===== config.mk =====
export PLATFORM = sky130hd
export DESIGN_NAME = alarm_event_unit
export DESIGN_NICKNAME = d
export VERILOG_FILES = /design/src/rtl/aeu_pkg.sv /design/src/rtl/aeu_counter.sv /design/src/rtl/aeu_comparator.sv /design/src/rtl/aeu_regfile.sv /design/src/rtl/alarm_event_unit.sv
export SDC_FILE = /design/constraint.sdc
export NUM_CORES = 1
export LEC_CHECK = 0
export BUFFER_PORTS_ARGS = -buffer_cell sky130_fd_sc_hd__buf_2
export CORE_MARGIN = 4
export CORE_UTILIZATION = 55
export DETAILED_ROUTE_END_ITERATION = 7
export PLACE_DENSITY_LB_ADDON = 0.15
export SLEW_MARGIN = 20
export SYNTH_ARGS = -nofsm -noshare
export SYNTH_HDL_FRONTEND = slang
export SYNTH_SLANG_ARGS = --single-unit

===== constraint.sdc =====
create_clock -name clk -period 4.6 [get_ports clk]
set_input_delay 0.46 -clock clk [delete_from_list [all_inputs] [get_ports clk]]
set_output_delay 0.46 -clock clk [all_outputs]
set_load 0.02 [all_outputs]

===== src/rtl/aeu_pkg.sv =====
package aeu_pkg;

    localparam int N_ALARM = 3;

    // Configuration byte layout (bit 7 is reserved and not stored)
    typedef struct packed {
        logic [N_ALARM-1:0] flag;    // bits 6:4
        logic               autorst; // bit 3
        logic [N_ALARM-1:0] en;      // bits 2:0
    } cfg_t;

endpackage


===== src/rtl/aeu_counter.sv =====
module aeu_counter #(
    parameter int CNT_W = 32
) (
    input  logic             clk,
    input  logic             rst_n,
    input  logic             tick_i,
    input  logic             clear_i,
    output logic [CNT_W-1:0] cnt_next_o,
    output logic [CNT_W-1:0] count_o
);

    typedef struct packed {
        logic [CNT_W-1:0] cnt;
    } cnt_state_t;

    cnt_state_t state_d, state_q;

    assign cnt_next_o = state_q.cnt + CNT_W'(1);

    always_comb begin
        state_d = state_q;
        if (tick_i) begin
            state_d.cnt = clear_i ? '0 : cnt_next_o;
        end
    end

    always_ff @(posedge clk or negedge rst_n) begin
        if (!rst_n) begin
            state_q <= '0;
        end else begin
            state_q <= state_d;
        end
    end

    assign count_o = state_q.cnt;

endmodule


===== src/rtl/aeu_comparator.sv =====
module aeu_comparator #(
    parameter int CNT_W = 32
) (
    input  logic             en_i,
    input  logic             tick_i,
    input  logic [CNT_W-1:0] cnt_next_i,
    input  logic [CNT_W-1:0] match_i,
    output logic             hit_o
);

    always_comb begin
        hit_o = en_i && tick_i && (cnt_next_i == match_i);
    end

endmodule


===== src/rtl/aeu_regfile.sv =====
module aeu_regfile
    import aeu_pkg::*;
#(
    parameter int CNT_W      = 32,
    parameter int REG_AW     = 8,
    parameter int CFG_ADDR   = 'h07,
    parameter int CNT_BASE   = 'h00,
    parameter int MATCH_BASE = 'h10
) (
    input  logic                            clk,
    input  logic                            rst_n,
    input  logic [REG_AW-1:0]               reg_addr_i,
    input  logic [7:0]                      reg_wdata_i,
    input  logic                            reg_we_i,
    input  logic [N_ALARM-1:0]              event_i,
    input  logic [CNT_W-1:0]                count_i,
    output logic [7:0]                      reg_rdata_o,
    output cfg_t                            cfg_o,
    output logic [N_ALARM-1:0][CNT_W-1:0]   match_o
);

    localparam int BYTES = CNT_W / 8;

    typedef struct packed {
        cfg_t                          cfg;
        logic [N_ALARM-1:0][CNT_W-1:0] match;
    } reg_state_t;

    reg_state_t state_d, state_q;

    always_comb begin
        state_d = state_q;
        if (reg_we_i) begin
            if (reg_addr_i == REG_AW'(CFG_ADDR)) begin
                state_d.cfg.en      = reg_wdata_i[N_ALARM-1:0];
                state_d.cfg.autorst = reg_wdata_i[3];
                // a written 1 keeps the flag, a written 0 clears it
                state_d.cfg.flag    = state_q.cfg.flag & reg_wdata_i[6:4];
            end
            for (int i = 0; i < N_ALARM; i++) begin
                for (int b = 0; b < BYTES; b++) begin
                    if (reg_addr_i == REG_AW'(MATCH_BASE + i*BYTES + b)) begin
                        state_d.match[i][8*b +: 8] = reg_wdata_i;
                    end
                end
            end
        end
        // hardware set takes precedence over a same-cycle clear
        state_d.cfg.flag = state_d.cfg.flag | event_i;
    end

    always_ff @(posedge clk or negedge rst_n) begin
        if (!rst_n) begin
            state_q <= '0;
        end else begin
            state_q <= state_d;
        end
    end

    always_comb begin
        reg_rdata_o = '0;
        if (reg_addr_i == REG_AW'(CFG_ADDR)) begin
            reg_rdata_o = {1'b0, state_q.cfg};
        end
        for (int b = 0; b < BYTES; b++) begin
            if (reg_addr_i == REG_AW'(CNT_BASE + b)) begin
                reg_rdata_o = count_i[8*b +: 8];
            end
        end
        for (int i = 0; i < N_ALARM; i++) begin
            for (int b = 0; b < BYTES; b++) begin
                if (reg_addr_i == REG_AW'(MATCH_BASE + i*BYTES + b)) begin
                    reg_rdata_o = state_q.match[i][8*b +: 8];
                end
            end
        end
    end

    assign cfg_o   = state_q.cfg;
    assign match_o = state_q.match;

endmodule


===== src/rtl/alarm_event_unit.sv =====
module alarm_event_unit
    import aeu_pkg::*;
#(
    parameter int CNT_W      = 32,
    parameter int REG_AW     = 8,
    parameter int CFG_ADDR   = 'h07,
    parameter int CNT_BASE   = 'h00,
    parameter int MATCH_BASE = 'h10
) (
    input  logic                clk,
    input  logic                rst_n,
    input  logic                tick_i,
    input  logic [REG_AW-1:0]   reg_addr_i,
    input  logic [7:0]          reg_wdata_i,
    input  logic                reg_we_i,
    output logic [7:0]          reg_rdata_o,
    output logic [N_ALARM-1:0]  event_o,
    output logic                alarm_irq_o,
    output logic [CNT_W-1:0]    count_o
);

    cfg_t                          cfg_w;
    logic [N_ALARM-1:0][CNT_W-1:0] match_w;
    logic [CNT_W-1:0]              cnt_next_w;
    logic [N_ALARM-1:0]            hit_w;
    logic                          clear_w;
    logic [N_ALARM-1:0]            flag_w;
    logic [N_ALARM-1:0]            en_w;
    logic                          autorst_w;

    aeu_regfile #(
        .CNT_W      (CNT_W),
        .REG_AW     (REG_AW),
        .CFG_ADDR   (CFG_ADDR),
        .CNT_BASE   (CNT_BASE),
        .MATCH_BASE (MATCH_BASE)
    ) i_regs (
        .clk         (clk),
        .rst_n       (rst_n),
        .reg_addr_i  (reg_addr_i),
        .reg_wdata_i (reg_wdata_i),
        .reg_we_i    (reg_we_i),
        .event_i     (hit_w),
        .count_i     (count_o),
        .reg_rdata_o (reg_rdata_o),
        .cfg_o       (cfg_w),
        .match_o     (match_w)
    );

    generate
        for (genvar g = 0; g < N_ALARM; g++) begin : g_cmp
            aeu_comparator #(.CNT_W(CNT_W)) i_cmp (
                .en_i       (cfg_w.en[g]),
                .tick_i     (tick_i),
                .cnt_next_i (cnt_next_w),
                .match_i    (match_w[g]),
                .hit_o      (hit_w[g])
            );
        end
    endgenerate

    assign clear_w = cfg_w.autorst && hit_w[0];

    aeu_counter #(.CNT_W(CNT_W)) i_cnt (
        .clk        (clk),
        .rst_n      (rst_n),
        .tick_i     (tick_i),
        .clear_i    (clear_w),
        .cnt_next_o (cnt_next_w),
        .count_o    (count_o)
    );

    assign flag_w      = cfg_w.flag;
    assign en_w        = cfg_w.en;
    assign autorst_w   = cfg_w.autorst;
    assign event_o     = hit_w;
    assign alarm_irq_o = |flag_w;

endmodule


# After elaboration in Yosys (flattened, before gate mapping)
# Cells that the tools add are included.
# classes
addsub	1
n_eq_ne	19
n_lt_le_gt_ge	0
reduce_logical	22
div_mod_pow	0
n_shift	0
muxes	32
bitwise_logic	2
mul	0
# ops
op	count
2-to-1 mux 8 bit	28
2-to-1 mux 103 bit	1
equality test 32 bit	3
equality test 8 x 5 -> 1 bit, second input constant	12
adder 32 x 1 -> 32 bit, second input constant	1
2-to-1 mux 32 bit	1
AND reduction 2 bit	13
equality test 8 x 2 -> 1 bit, second input constant	2
2-to-1 mux 7 bit	2
equality test 8 x 1 -> 1 bit, second input constant	1
equality test 8 x 3 -> 1 bit, second input constant	1
zero test 8 bit	1
logical AND 1 bit	7
AND 3 bit	1
bitwise OR 3 bit	1
OR reduction 3 bit	1
# totals
latch_bits	0
regBits	135
word_cells	92
rom_bits	0
ramBits	0
output_inout_bits	44
mem_count	0

# Longest topological paths before layout
# Gate-level depths: netlist (run 1).
# depth
depth_word	18
ltp_mapped	13
depth_no_buf	9

# Cells and area by module
# From an unflattened synthesis (run 1), not the netlist that was laid out.
# hier_totals
hier_cells	881
area_unflattened_um2	8962.3
# modules_own_cells
module	cells_per_inst	n_inst	seq_area_each_um2	area_per_inst_um2
aeu_regfile	483	1	2577.5	5542.8
aeu_counter	264	1	800.8	2311.0
aeu_comparator	44	3	0.0	365.4
alarm_event_unit	2	1	0.0	12.5

# Worst setup path before layout (run 1)
# Ideal clock, no wire load.
# synth_timing
kind	flip-flop to output port
startpoint	reg i_cnt.state_q, in the netlist i_cnt.count_o[1]
endpoint	out event_o[0]
slack_ns	1.041
path_buffers	1
required_time_ns	4.140
arrival_time_ns	3.099
stages_incl_launch_ff	11
path_cell_list	dfrtp_1 ha_1 nand3_2 nor4_1 nand4_1 xor2_1 xnor2_1 or4_4 or3_1 nor2_1 buf_4
# synth_via
elab_chain_cells	3
# synth_rtl
item	line	rtl
start: declaration	aeu_counter.sv:16	cnt_state_t state_d, state_q;
start signal: assignment	aeu_counter.sv:31	state_q <= state_d;
adder 32 x 1 -> 32 bit	aeu_counter.sv:18	assign cnt_next_o = state_q.cnt + CNT_W'(1);
equality test 32 bit	aeu_comparator.sv:12	hit_o = en_i && tick_i && (cnt_next_i == match_i);
logical AND 1 bit	aeu_comparator.sv:12	
end: declaration	alarm_event_unit.sv:17	output logic [N_ALARM-1:0] event_o,
# Every way passes these cells.

# Worst setup path after layout (run 1)
# layout_timing
startpoint	reg i_cnt.state_q, in the netlist i_cnt.count_o[6]
endpoint	out event_o[0]
# The elaborated chain is that of the path after synthesis.

==> metrics.csv, run 1 <==
stage,metric,value,unit
worst_setup_path,crit path from,i_cnt.count_o[6],
floorplan,Initial Util,56.9,%
finish,Post-Layout Cell Count,1366,
worst_setup_path,Reg2Reg Depth,11,
placement,count of input and output buffers,63,
worst_setup_path,worst r2r src,i_cnt.count_o[1],
worst_setup_path,CP endpoint kind,primary output,
pwr,P_leak,0.00486,uW
finish,Fillers,1475,
finish,Finished Cell Area,11200,um^2
timing,Worst Max-Slew Pin Slew,951,ps
logic_synthesis,XOR/XNOR Fraction of Synth Area,12.3,%
global_route,vias in the first global route,9285,
clock_network,CTS tree,yes,
logic_synthesis,adder-cell share of the synthesized area,0.226,%
pwr,part of the power in the clock network,37.6,%
pwr,Net Sw Power,1390,uW
logic_synthesis,most numerous cell in the Yosys netlist,dfrtp_1,
timing,RSZ-0062 raised after global routing,no,
detailed_routing,DR iter-0 viols,1467,
finish,area grow syn2layout,12.3,%
logic_synthesis,largest family of logic cells by synthesized area,simple AND/OR/NAND/NOR gates,
floorplan,Die Width,143,um
clock_network,"Reg clk slew, reported paths",70,ps
placement,RD Place Congestion,1.02,
logic_synthesis,simple-gate share of the synthesized area,20.8,%
detailed_routing,WL/cell,29.5,um
logic_synthesis,mux cell area share after synthesis,14.9,%
pwr,Sw Ratio,37.1,%
worst_setup_path,RR Endpoint,i_cnt.count_o[0],
clock_network,CTS Sinks,135,
timing,fmax,224,MHz
pwr,sequential power share,38.3,%
clock_network,CTS Buf Count,17,
pwr,Comb pwr share,24.0,%
logic_synthesis,"FFs w/ async S/R, synth",100,%
detailed_routing,drt total wl,40.3,mm
detailed_routing,Vias,9758,
placement,detailed placer's ending HPWL,29.8,mm
global_route,met3 usage,8.44,%
timing,Final min period,4460,ps
global_route,GRT Residual Overflow,0,
floorplan,die height,143,um
timing,setup violators final,0,
run_status,status,finished with violations,
global_route,met2 usage,60.0,%
worst_setup_path,Crit path required time,4140,ps
worst_setup_path,CP endpoint,event_o[0],
logic_synthesis,Synth Register Bits,135,
finish,fin nets,1149,
floorplan,core area,17500,um^2
logic_synthesis,synth cell count leaders,"dfrtp_1, mux2_2, nor2_1, xnor2_1, nand2_1",
pwr,cell internal pwr,2370,uW
flow_run,# Max-Cap Violations,0,
pwr,maximum vdd drop,0.419,mV
logic_synthesis,Synth area leader,dfrtp_1,
finish,proportion of layout cells with a drive suffix above 1,24.7,%
detailed_routing,vias per std cell,7.14,
worst_setup_path,critical path class,flop to primary output,
finish,antenna cells,0,
logic_synthesis,post-synthesis compound-gate area fraction,13.6,%
timing,period utilisation layout,96.9,%
placement,Post-DP Area,10600,um^2
pwr,total power,3760,uW
placement,Placed Cells,1333,
detailed_routing,DRC Markers,2,
logic_synthesis,YS warnings,0,
logic_synthesis,Synth Flop Type,dfrtp_1,
timing,skew final,9.52,ps
global_route,first-pass GRT wire length,59.6,mm
clock_network,"Clk Latency, worst-skew pair",440,ps
timing,sum of negative setup slack,0,ps
logic_synthesis,top-area cell type share of the netlist area,33.9,%
timing,Min Hold Slack,462,ps
logic_synthesis,Post-Syn Area per Cell,9.26,um^2
global_route,largest net degree at the start of global routing,56,
worst_setup_path,largest fanout on the critical path,17,
logic_synthesis,sequential-to-total area share from yosys stat,33.9,%
clock_network,Max clock buf depth,2,
global_route,grt peak-use layer,met2,
detailed_routing,DRT Pass-1 Iters,8,
worst_setup_path,R2R Setup Slk,690,ps
logic_synthesis,Syn Nets,1099,
worst_setup_path,Setup crit start kind,flop,
run_status,violated checks,design-rule violations,
timing,Pins Over Slew Limit,0,
timing,final hold vios,0,
clock_network,postcts setup bufs,0,
logic_synthesis,distinct cell type count after synthesis,79,
logic_synthesis,Syn Inst Count,1078,
floorplan,Row Count,48,
logic_synthesis,Synth Cell Area,9980,um^2
floorplan,# IOs,64,
hold_path,Hold/Removal Path Class,primary input to flop,
timing,Max-slew headroom,36.4,%
floorplan,full die area,20400,um^2
global_route,routing usage on met1,55.0,%
clock_network,CTS H-tree depth,4,
logic_synthesis,"top cells by area, synth","dfrtp_1, mux2_2, xnor2_1",
worst_setup_path,Worst EP arrival,4000,ps
global_route,initial antenna violation count,0,
global_route,GRT Total Usage,39.8,%
pwr,pwr dens,336,nW/um^2
logic_synthesis,"EDFF count, synth",0,
clock_network,clk root buf,clkbuf_16,
detailed_routing,post-route ant nets,0,
repair_timing:
action | CTS | global route
endpoints found under the hold margin | 39 | 0
setup endpoints to repair | 0 | 2
hold buffers | 1 | 0
resized for setup | 0 | 7
cell usage in the layout (no fill, tap or decap), drive strengths merged, types with 5 or more instances in the layout:
cell type | synthesis | final
a31oi | 8 | 8
nand2b | 18 | 18
mux4 | 6 | 6
nand2 | 69 | 69
clkbuf | 55 | 18
xor2 | 51 | 51
a21oi | 36 | 36
o2111ai | 5 | 5
o221ai | 5 | 5
nor2 | 76 | 76
dfrtp | 135 | 135
xnor2 | 76 | 76
nor4 | 30 | 30
mux2i | 15 | 15
buf | 29 | 114
nor2b | 16 | 16
and2 | 10 | 10
o21ai | 58 | 58
o211ai | 7 | 7
or3 | 9 | 9
and3 | 23 | 23
o22ai | 11 | 11
xnor3 | 5 | 5
a22oi | 6 | 6
a211oi | 8 | 8
a221oi | 5 | 5
mux2 | 107 | 107
and4 | 5 | 5
nor3 | 26 | 26
nand4 | 33 | 33
inv | 11 | 23
nand3 | 42 | 42
nor3b | 6 | 6
or4 | 6 | 6
a2111oi | 5 | 5
per-layer routing:
layer	vias to the layer above	share of wire, %
met5	-	0
met4	0	5.6
met3	152	12
met2	768	43
met1	4754	39
li1	4084	-
stage by stage:
step                      setup slack [ps]  utilization, %
after global routing                  35.4            63.9
after floorplan                       1040               -
after global placement                 539            60.4
after detailed placement               481            60.4
final                                  142            63.9
after CTS                             2.66            63.8
critical path, stage by stage, from the launching register on:
cell and delay [ps]:
dfrtp_1 620, nand4_4 360, nor4_4 700, xnor2_1 140
o2bb2ai_1 140, a211o_1 300, or4_4 550, or3_1 380
nor2_1 160, buf_2 200
worst min path at each step:
stage | start | to | slack, ps | depth (start not counted)
CTS | reg_wdata_i[0] | i_regs.match_o[16] | 450 | 3
global placement | rst_n | i_cnt.count_o[5] | 400 | 1
detailed placement | rst_n | i_cnt.count_o[9] | 400 | 1
floorplan | rst_n | i_cnt.count_o[0] | 160 | 0
global route | reg_wdata_i[7] | i_regs.match_o[23] | 470 | 3
finish | reg_wdata_i[0] | i_regs.match_o[16] | 460 | 3
final cells by class:
| cell class | count | area, um^2 | share of cell area [%] |
|---|---|---|---|
| clock buffers | 18 | 439 | 3.92 |
| clock inverters | 14 | 148 | 1.32 |
| well taps | 225 | 282 | 2.51 |
| flip-flops and latches | 135 | 3380 | 30.2 |
| multi-input cells | 846 | 6190 | 55.2 |
| inverters | 13 | 48.8 | 0.436 |
| repair buffers | 115 | 714 | 6.38 |
power groups by stage:
stage	clock (uW)	combinational (uW)	sequential (uW)
5_1_grt	1480	966	1440
4_1_cts	1420	885	1420
6_report	1410	904	1440
2_1_floorplan	0	592	1390
3_5_place_dp	0	880	1450
3_3_place_gp	0	873	1440
kinds of logic (layout without fill, tap and decap cells):
logic type	after synthesis	count (layout)
mux	128	128
fa+ha+maj	2	2
xor+xnor	132	132
compound gates	202	202
buf+inv	97	160
flops	135	135
simple gates	382	382
flip-flops by register name, summed over array words and instances (netlist names):
register        count
i_cnt.count_o      32
i_regs.match_o     96
i_regs.cfg_o        7
(Power assumes the default switching activity.)
==> run 2: changes to the inputs <==
==> constraint.sdc (replaced) <==
create_clock -name clk -period 4.6 [get_ports clk]
set_input_delay 0 -clock clk [delete_from_list [all_inputs] [get_ports clk]]
set_output_delay 0 -clock clk [all_outputs]
set_load 0.02 [all_outputs]
==> run 2 against run 1 <==
Effect of this change:
- the flow now finishes without violations
- global-route usage is 0.98 points lower
- via count fell by 2.3%
- setup slack better by 150 ps
- fmax rose by 3.4%
- total power down 0.31%
==> metrics.csv, run 2 (synthesized netlist as in run 1, its figures left out) <==
stage,metric,value,unit,change
run_status,status,"complete, no violations",,
hold_path,Hold/Removal Path Class,primary input to flop,,
placement,Placed Cells,1316,,-1.3%
finish,Post-Layout Cell Count,1351,,-1.1%
clock_network,Max clock buf depth,2,,unchanged
timing,setup violators final,0,,unchanged
clock_network,CTS Sinks,135,,unchanged
worst_setup_path,Max stage delay on crit path,750,ps,+50 ps
clock_network,CTS tree,yes,,
worst_setup_path,CP endpoint kind,primary output,,
finish,"commonest non-fill, non-tap cell in the layout",dfrtp_1,,
timing,fmax,232,MHz,+3.4%
timing,Pins Over Slew Limit,0,,unchanged
global_route,GRT Total Usage,38.8,%,-0.98 points
detailed_routing,DR iter-0 viols,1427,,-2.7%
floorplan,die height,143,um,unchanged
finish,area grow syn2layout,11.1,%,
timing,sum of negative setup slack,0,ps,unchanged
floorplan,Initial Util,56.9,%,unchanged
finish,proportion of layout cells with a drive suffix above 1,23.1,%,-1.6 points
timing,Max-slew headroom,37.1,%,+0.69 points
global_route,GRT Residual Overflow,0,,unchanged
floorplan,full die area,20400,um^2,unchanged
worst_setup_path,critical path class,flop to primary output,,
clock_network,PostCTS Resize Cnt,0,,unchanged
clock_network,clk root buf,clkbuf_16,,
worst_setup_path,Worst EP arrival,4310,ps,+310 ps
pwr,maximum vdd drop,0.461,mV,+10%
detailed_routing,max layer used,met4,,
clock_network,Post-CTS Hold Fix Bufs,3,,+2
floorplan,Die Width,143,um,unchanged
worst_setup_path,R2R Setup Slk,500,ps,-190 ps
pwr,pwr dens,338,nW/um^2,+0.72%
detailed_routing,DRT Pass-1 Iters,6,,-2
timing,skew final,15.8,ps,+6.25 ps
detailed_routing,metal2 WL,17.0,mm,-2.5%
detailed_routing,routed length on met3,4.32,mm,-12%
timing,final hold vios,0,,unchanged
clock_network,"Reg clk slew, reported paths",70,ps,about the same
pwr,P_leak,0.00478,uW,-1.6%
placement,detailed placer's ending HPWL,28.8,mm,-3.3%
timing,Final min period,4310,ps,-148 ps
floorplan,Row Count,48,,unchanged
finish,fin nets,1134,,-1.3%
global_route,largest net degree at the start of global routing,99,,+77%
flow_run,# Max-Cap Violations,0,,unchanged
finish,antenna cells,0,,unchanged
detailed_routing,WL/cell,29.0,um,-1.8%
clock_network,CTS H-tree depth,4,,unchanged
worst_setup_path,worst path bufs/invs,1,,unchanged
clock_network,postcts setup bufs,0,,unchanged
finish,final core utilization,63.2,%,-0.66 points
timing,Worst Max-Slew Pin Slew,944,ps,-6.91 ps
finish,most frequent cells in the layout,"dfrtp_1, mux2_2, xnor2_1, nor2_1, nand2_1",,
global_route,initial antenna violation count,0,,unchanged
pwr,total power,3750,uW,-0.31%
timing,period utilisation layout,93.7,%,-3.2 points
placement,count of input and output buffers,63,,unchanged
worst_setup_path,Setup crit start kind,flop,,
detailed_routing,drt total wl,39.1,mm,-2.9%
floorplan,core area,17500,um^2,unchanged
timing,RSZ-0062 raised after global routing,no,,
detailed_routing,DRT met1 WL,15.8,mm,+0.50%
worst_setup_path,largest fanout on the critical path,16,,-1
global_route,first-pass GRT wire length,58.1,mm,-2.6%
clock_network,CTS Buf Count,17,,unchanged
finish,Fillers,1524,,+3.3%
detailed_routing,post-route ant nets,0,,unchanged
finish,max reg flops,96,,unchanged
worst_setup_path,Slowest cell on crit path,nor4_1,,
detailed_routing,vias per std cell,7.05,,-1.3%
detailed_routing,DRC Markers,0,,-2
clock_network,"Clk Latency, worst-skew pair",440,ps,about the same
detailed_routing,Vias,9530,,-2.3%
floorplan,# IOs,64,,unchanged
worst_setup_path,"Largest delay share family, worst path",simple AND/OR/NAND/NOR gates,,
global_route,vias in the first global route,9021,,-2.8%
worst_setup_path,Crit path required time,4600,ps,+460 ps
placement,RD Place Congestion,1.03,,+0.64%
worst_setup_path,"Cell Chain, Critical Path",nand4_1 -> nor4_1 -> xnor2_1 -> xnor2_1 -> or4_1 -> or3_1 -> or3_1 -> nor2_1 -> buf_2,,
[run 2: cell types whose count changed in the layout (fill, tap and decap cells not counted), sizes merged]
cell	change
clkinv	+2
buf	-17
bufinv	+1
dlygate4sd3	+2
clkinvlp	+1
inv	-4
[run 2: worst min-delay path: cells and delay by family]
kind                   cells  cell delay (ps)
AOI/OAI and AO/OA          1              200
and+or+nand+nor            1               60
buffers and inverters      1              220
[run 2: metal layers]
| metal | track usage, % | up-vias |
|---|---|---|
| met5 | 0 | - |
| met4 | 18.2 | 0 |
| met3 | 6.26 | 135 |
| met2 | 57.8 | 704 |
| met1 | 55.5 | 4641 |
| li1 | - | 4050 |
[run 2: path summary, 6_finish.rpt]
kind	to	startpoint	cells past startpoint
max in group asynchronous	i_regs.match_o[85]	rst_n	3
hold reg to reg	i_regs.cfg_o[0]	i_regs.cfg_o[0]	1
min in group asynchronous	i_cnt.count_o[2]	rst_n	2
setup / recovery	event_o[0]	i_cnt.count_o[9]	9
hold / removal	i_regs.cfg_o[5]	reg_wdata_i[5]	3
setup reg to reg	i_cnt.count_o[10]	i_cnt.count_o[9]	9
[run 2: where the power goes]
group / switching [uW] / internal [uW] / total (uW)
Sequential: 174 / 1260 / 1430
Clock: 631 / 784 / 1410
Combinational: 554 / 345 / 899
[run 2: per-stage QoR]
stage                     hold slack [ps]  worst slack [ps]  instance area, um^2
after CTS                            89.7               429                11100
final                                 101               290                11100
after floorplan                      -296              1370                 9980
after global placement                160               705                10500
after detailed placement              171               640                10500
after global routing                  109              75.3                11100
[run 2: area by class of cell]
class                      instances  area, um^2  share of cell area (%)
clock inverter                    14         153                    1.38
multi-input combinational        846        6180                    55.7
sequential                       135        3380                    30.5
clock buffer                      18         439                    3.96
tap                              225         282                    2.54
timing repair buffer             100         607                    5.47
inverter                          13        48.8                   0.440
==> run 3: changes to the inputs <==
--- a/config.mk
+++ b/config.mk
@@ -7,10 +7,12 @@
 export LEC_CHECK = 0
 export BUFFER_PORTS_ARGS = -buffer_cell sky130_fd_sc_hd__buf_2
 export CORE_MARGIN = 4
-export CORE_UTILIZATION = 55
+export CORE_UTILIZATION = 40
 export DETAILED_ROUTE_END_ITERATION = 7
 export PLACE_DENSITY_LB_ADDON = 0.15
+export REMOVE_ABC_BUFFERS = 1
 export SLEW_MARGIN = 20
 export SYNTH_ARGS = -nofsm -noshare
 export SYNTH_HDL_FRONTEND = slang
+export SYNTH_HIERARCHICAL = 1
 export SYNTH_SLANG_ARGS = --single-unit
==> run 3 against run 2 <==
Effect of this change:
- combinational power down 35%
- flip-flop and latch count unchanged
- die area up 22%
- critical endpoint is now i_cnt/count_o[23]
- largest power group is now the clock network
==> metrics.csv, run 3 <==
stage,metric,value,unit,change
run_status,status,"complete, no violations",,
timing,skew final,12.8,ps,-3.00 ps
pwr,pwr dens,318,nW/um^2,-5.9%
timing,Max-slew headroom,29.7,%,-7.4 points
placement,RD Place Congestion,0.981,,-4.4%
floorplan,die height,158,um,+11%
clock_network,clk root buf,clkbuf_16,,
finish,"commonest non-fill, non-tap cell in the layout",dfrtp_1,,
finish,max reg flops,96,,unchanged
timing,period utilisation layout,95.9,%,+2.2 points
detailed_routing,Vias,7910,,-17%
pwr,total power,3300,uW,-12%
finish,fin nets,978,,-14%
placement,count of input and output buffers,63,,unchanged
worst_setup_path,largest fanout on the critical path,12,,-4
hold_path,Hold/Removal Path Class,primary input to flop,,
floorplan,Row Count,54,,+13%
timing,final hold vios,0,,unchanged
timing,Final min period,4410,ps,+101 ps
timing,Worst Max-Slew Pin Slew,1050,ps,+107 ps
finish,final core utilization,47.2,%,-16 points
detailed_routing,DRT Pass-1 Iters,6,,unchanged
worst_setup_path,"Largest delay share family, worst path",simple AND/OR/NAND/NOR gates,,
clock_network,CTS tree,yes,,
clock_network,postcts setup bufs,0,,unchanged
floorplan,Initial Util,40.8,%,-16 points
global_route,GRT Total Usage,27.7,%,-11 points
logic_synthesis,Syn Inst Count,881,,-18%
timing,Pins Over Slew Limit,0,,unchanged
placement,Placed Cells,1217,,-7.5%
global_route,first-pass GRT wire length,50.9,mm,-12%
worst_setup_path,Worst EP arrival,4740,ps,+430 ps
logic_synthesis,Synth Register Bits,135,,unchanged
floorplan,Die Width,158,um,+11%
logic_synthesis,Synth Flop Type,dfrtp_1,,
worst_setup_path,Max stage delay on crit path,680,ps,-70 ps
detailed_routing,DRC Markers,0,,unchanged
detailed_routing,WL/cell,27.2,um,-6.1%
global_route,GRT Residual Overflow,0,,unchanged
clock_network,"Reg clk slew, reported paths",70,ps,about the same
timing,fmax,227,MHz,-2.3%
logic_synthesis,Post-Syn Area per Cell,10.2,um^2,+9.9%
clock_network,Max clock buf depth,2,,unchanged
clock_network,CTS Sinks,135,,unchanged
logic_synthesis,Synth area leader,dfrtp_1,,
logic_synthesis,"FFs w/ async S/R, synth",100,%,unchanged
worst_setup_path,Setup crit start kind,flop,,
worst_setup_path,Crit path required time,4930,ps,+330 ps
floorplan,full die area,24900,um^2,+22%
logic_synthesis,top-area cell type share of the netlist area,37.7,%,+3.8 points
placement,detailed placer's ending HPWL,25.0,mm,-13%
finish,proportion of layout cells with a drive suffix above 1,30.4,%,+7.3 points
detailed_routing,metal2 WL,15.2,mm,-11%
detailed_routing,max layer used,met4,,
clock_network,"Clk Latency, worst-skew pair",440,ps,about the same
global_route,largest net degree at the start of global routing,95,,-4.0%
timing,setup violators final,0,,unchanged
logic_synthesis,most numerous cell in the Yosys netlist,dfrtp_1,,
logic_synthesis,distinct cell type count after synthesis,83,,+5.1%
worst_setup_path,CP endpoint kind,flop,,
timing,Min Hold Slack,17.0,ps,-83.9 ps
finish,most frequent cells in the layout,"dfrtp_1, mux2_2, xor2_1, buf_2, xnor2_1",,
logic_synthesis,YS warnings,6,,+6
detailed_routing,vias per std cell,6.33,,-10%
logic_synthesis,synth cell count leaders,"dfrtp_1, mux2_2, xor2_1",,
logic_synthesis,Synth Cell Area,8960,um^2,-10%
global_route,vias in the first global route,7864,,-13%
clock_network,CTS Buf Count,17,,unchanged
clock_network,CTS H-tree depth,4,,unchanged
worst_setup_path,critical path class,flop to flop,,
floorplan,core area,22000,um^2,+25%
detailed_routing,DR iter-0 viols,867,,-39%
detailed_routing,DRT met1 WL,14.5,mm,-8.1%
detailed_routing,post-route ant nets,0,,unchanged
pwr,maximum vdd drop,0.238,mV,-48%
logic_synthesis,sequential-to-total area share from yosys stat,37.7,%,+3.8 points
finish,area grow syn2layout,15.7,%,
global_route,initial antenna violation count,0,,unchanged
worst_setup_path,"Cell Chain, Critical Path",ha_1 -> and4_1 -> and3_1 -> and3_1 -> xnor2_1 -> xnor2_1 -> nand4_1 -> or4_4 -> nor3_2 -> and2_2 -> nand2b_1 -> buf_4 -> nor2_1 -> a32o_1 -> a31o_2,,
pwr,P_leak,0.00467,uW,-2.3%
finish,antenna cells,0,,unchanged
worst_setup_path,worst path bufs/invs,1,,unchanged
detailed_routing,drt total wl,34.0,mm,-13%
logic_synthesis,"EDFF count, synth",0,,unchanged
flow_run,# Max-Cap Violations,0,,unchanged
logic_synthesis,"top cells by area, synth","dfrtp_1, mux2_2, xor2_1",,
finish,Post-Layout Cell Count,1250,,-7.5%
floorplan,# IOs,64,,unchanged
detailed_routing,routed length on met3,2.92,mm,-32%
worst_setup_path,Slowest cell on crit path,xnor2_1,,
[run 3: kinds of logic (layout without fill, tap and decap cells)]
family	after synthesis	in the layout	synth area share, %
and+or+nand+nor	240	240	15.5
AOI/OAI and AO/OA	179	179	14.9
DFF	135	135	37.7
muxes	126	126	16.1
xor gates and xnor gates	124	124	12.1
buffers and inverters	76	165	3.66
adders and majority gates	1	1	0.140
[run 3: routing by layer]
metal | vias up | global-route usage, %
met5 | - | 0
met4 | 0 | 11.3
li1 | 3438 | -
met1 | 3971 | 37.9
met2 | 416 | 42.4
met3 | 85 | 6.31
[run 3: report_power, final]
part / total, uW / switching [uW] / internal (uW)
Sequential: 1330 / 83.6 / 1250
Combinational: 581 / 359 / 221
Clock: 1380 / 619 / 766
Total: 3300 / 1060 / 2240
[run 3: what timing repair did]
item / CTS / global route
gates resized for setup: 0 / 4
setup endpoints to repair: 0 / 19
hold buffers: 1 / 0
hold endpoints to repair: 93 / 0
[run 3: worst paths after layout]
path	from	end	slack [ps]	cells past startpoint
max in group asynchronous	rst_n	i_regs/match_o[27]	3270	3
min in group asynchronous	rst_n	i_cnt/count_o[11]	210	2
worst min-delay path	reg_wdata_i[1]	i_regs/match_o[1]	20	2
worst max register to register	i_cnt/count_o[0]	i_cnt/count_o[23]	190	15
worst min register to register	i_regs/cfg_o[3]	i_regs/cfg_o[3]	550	1
worst max-delay path	i_cnt/count_o[0]	i_cnt/count_o[23]	190	15
[run 3: area by class of cell]
type                            count  area [um^2]
Clock inverter                     15          154
Sequential cell                   135         3380
Multi-Input combinational cell    670         5280
Fill cell                        2061        11600
Inverter                           18         67.6
Timing Repair Buffer              115          714
Clock buffer                       17          425
Tap cell                          280          350
[run 3: per-stage QoR]
step | cell area (um^2) | TNS (ps) | setup WS, ps
5_1_grt | 10400 | -1.10 | -1.10
6_report | 10400 | 0 | 189
3_5_place_dp | 9760 | 0 | 87.6
3_3_place_gp | 9760 | 0 | 38.9
2_1_floorplan | 8700 | -1870 | -267
4_1_cts | 10300 | 0 | 52.6
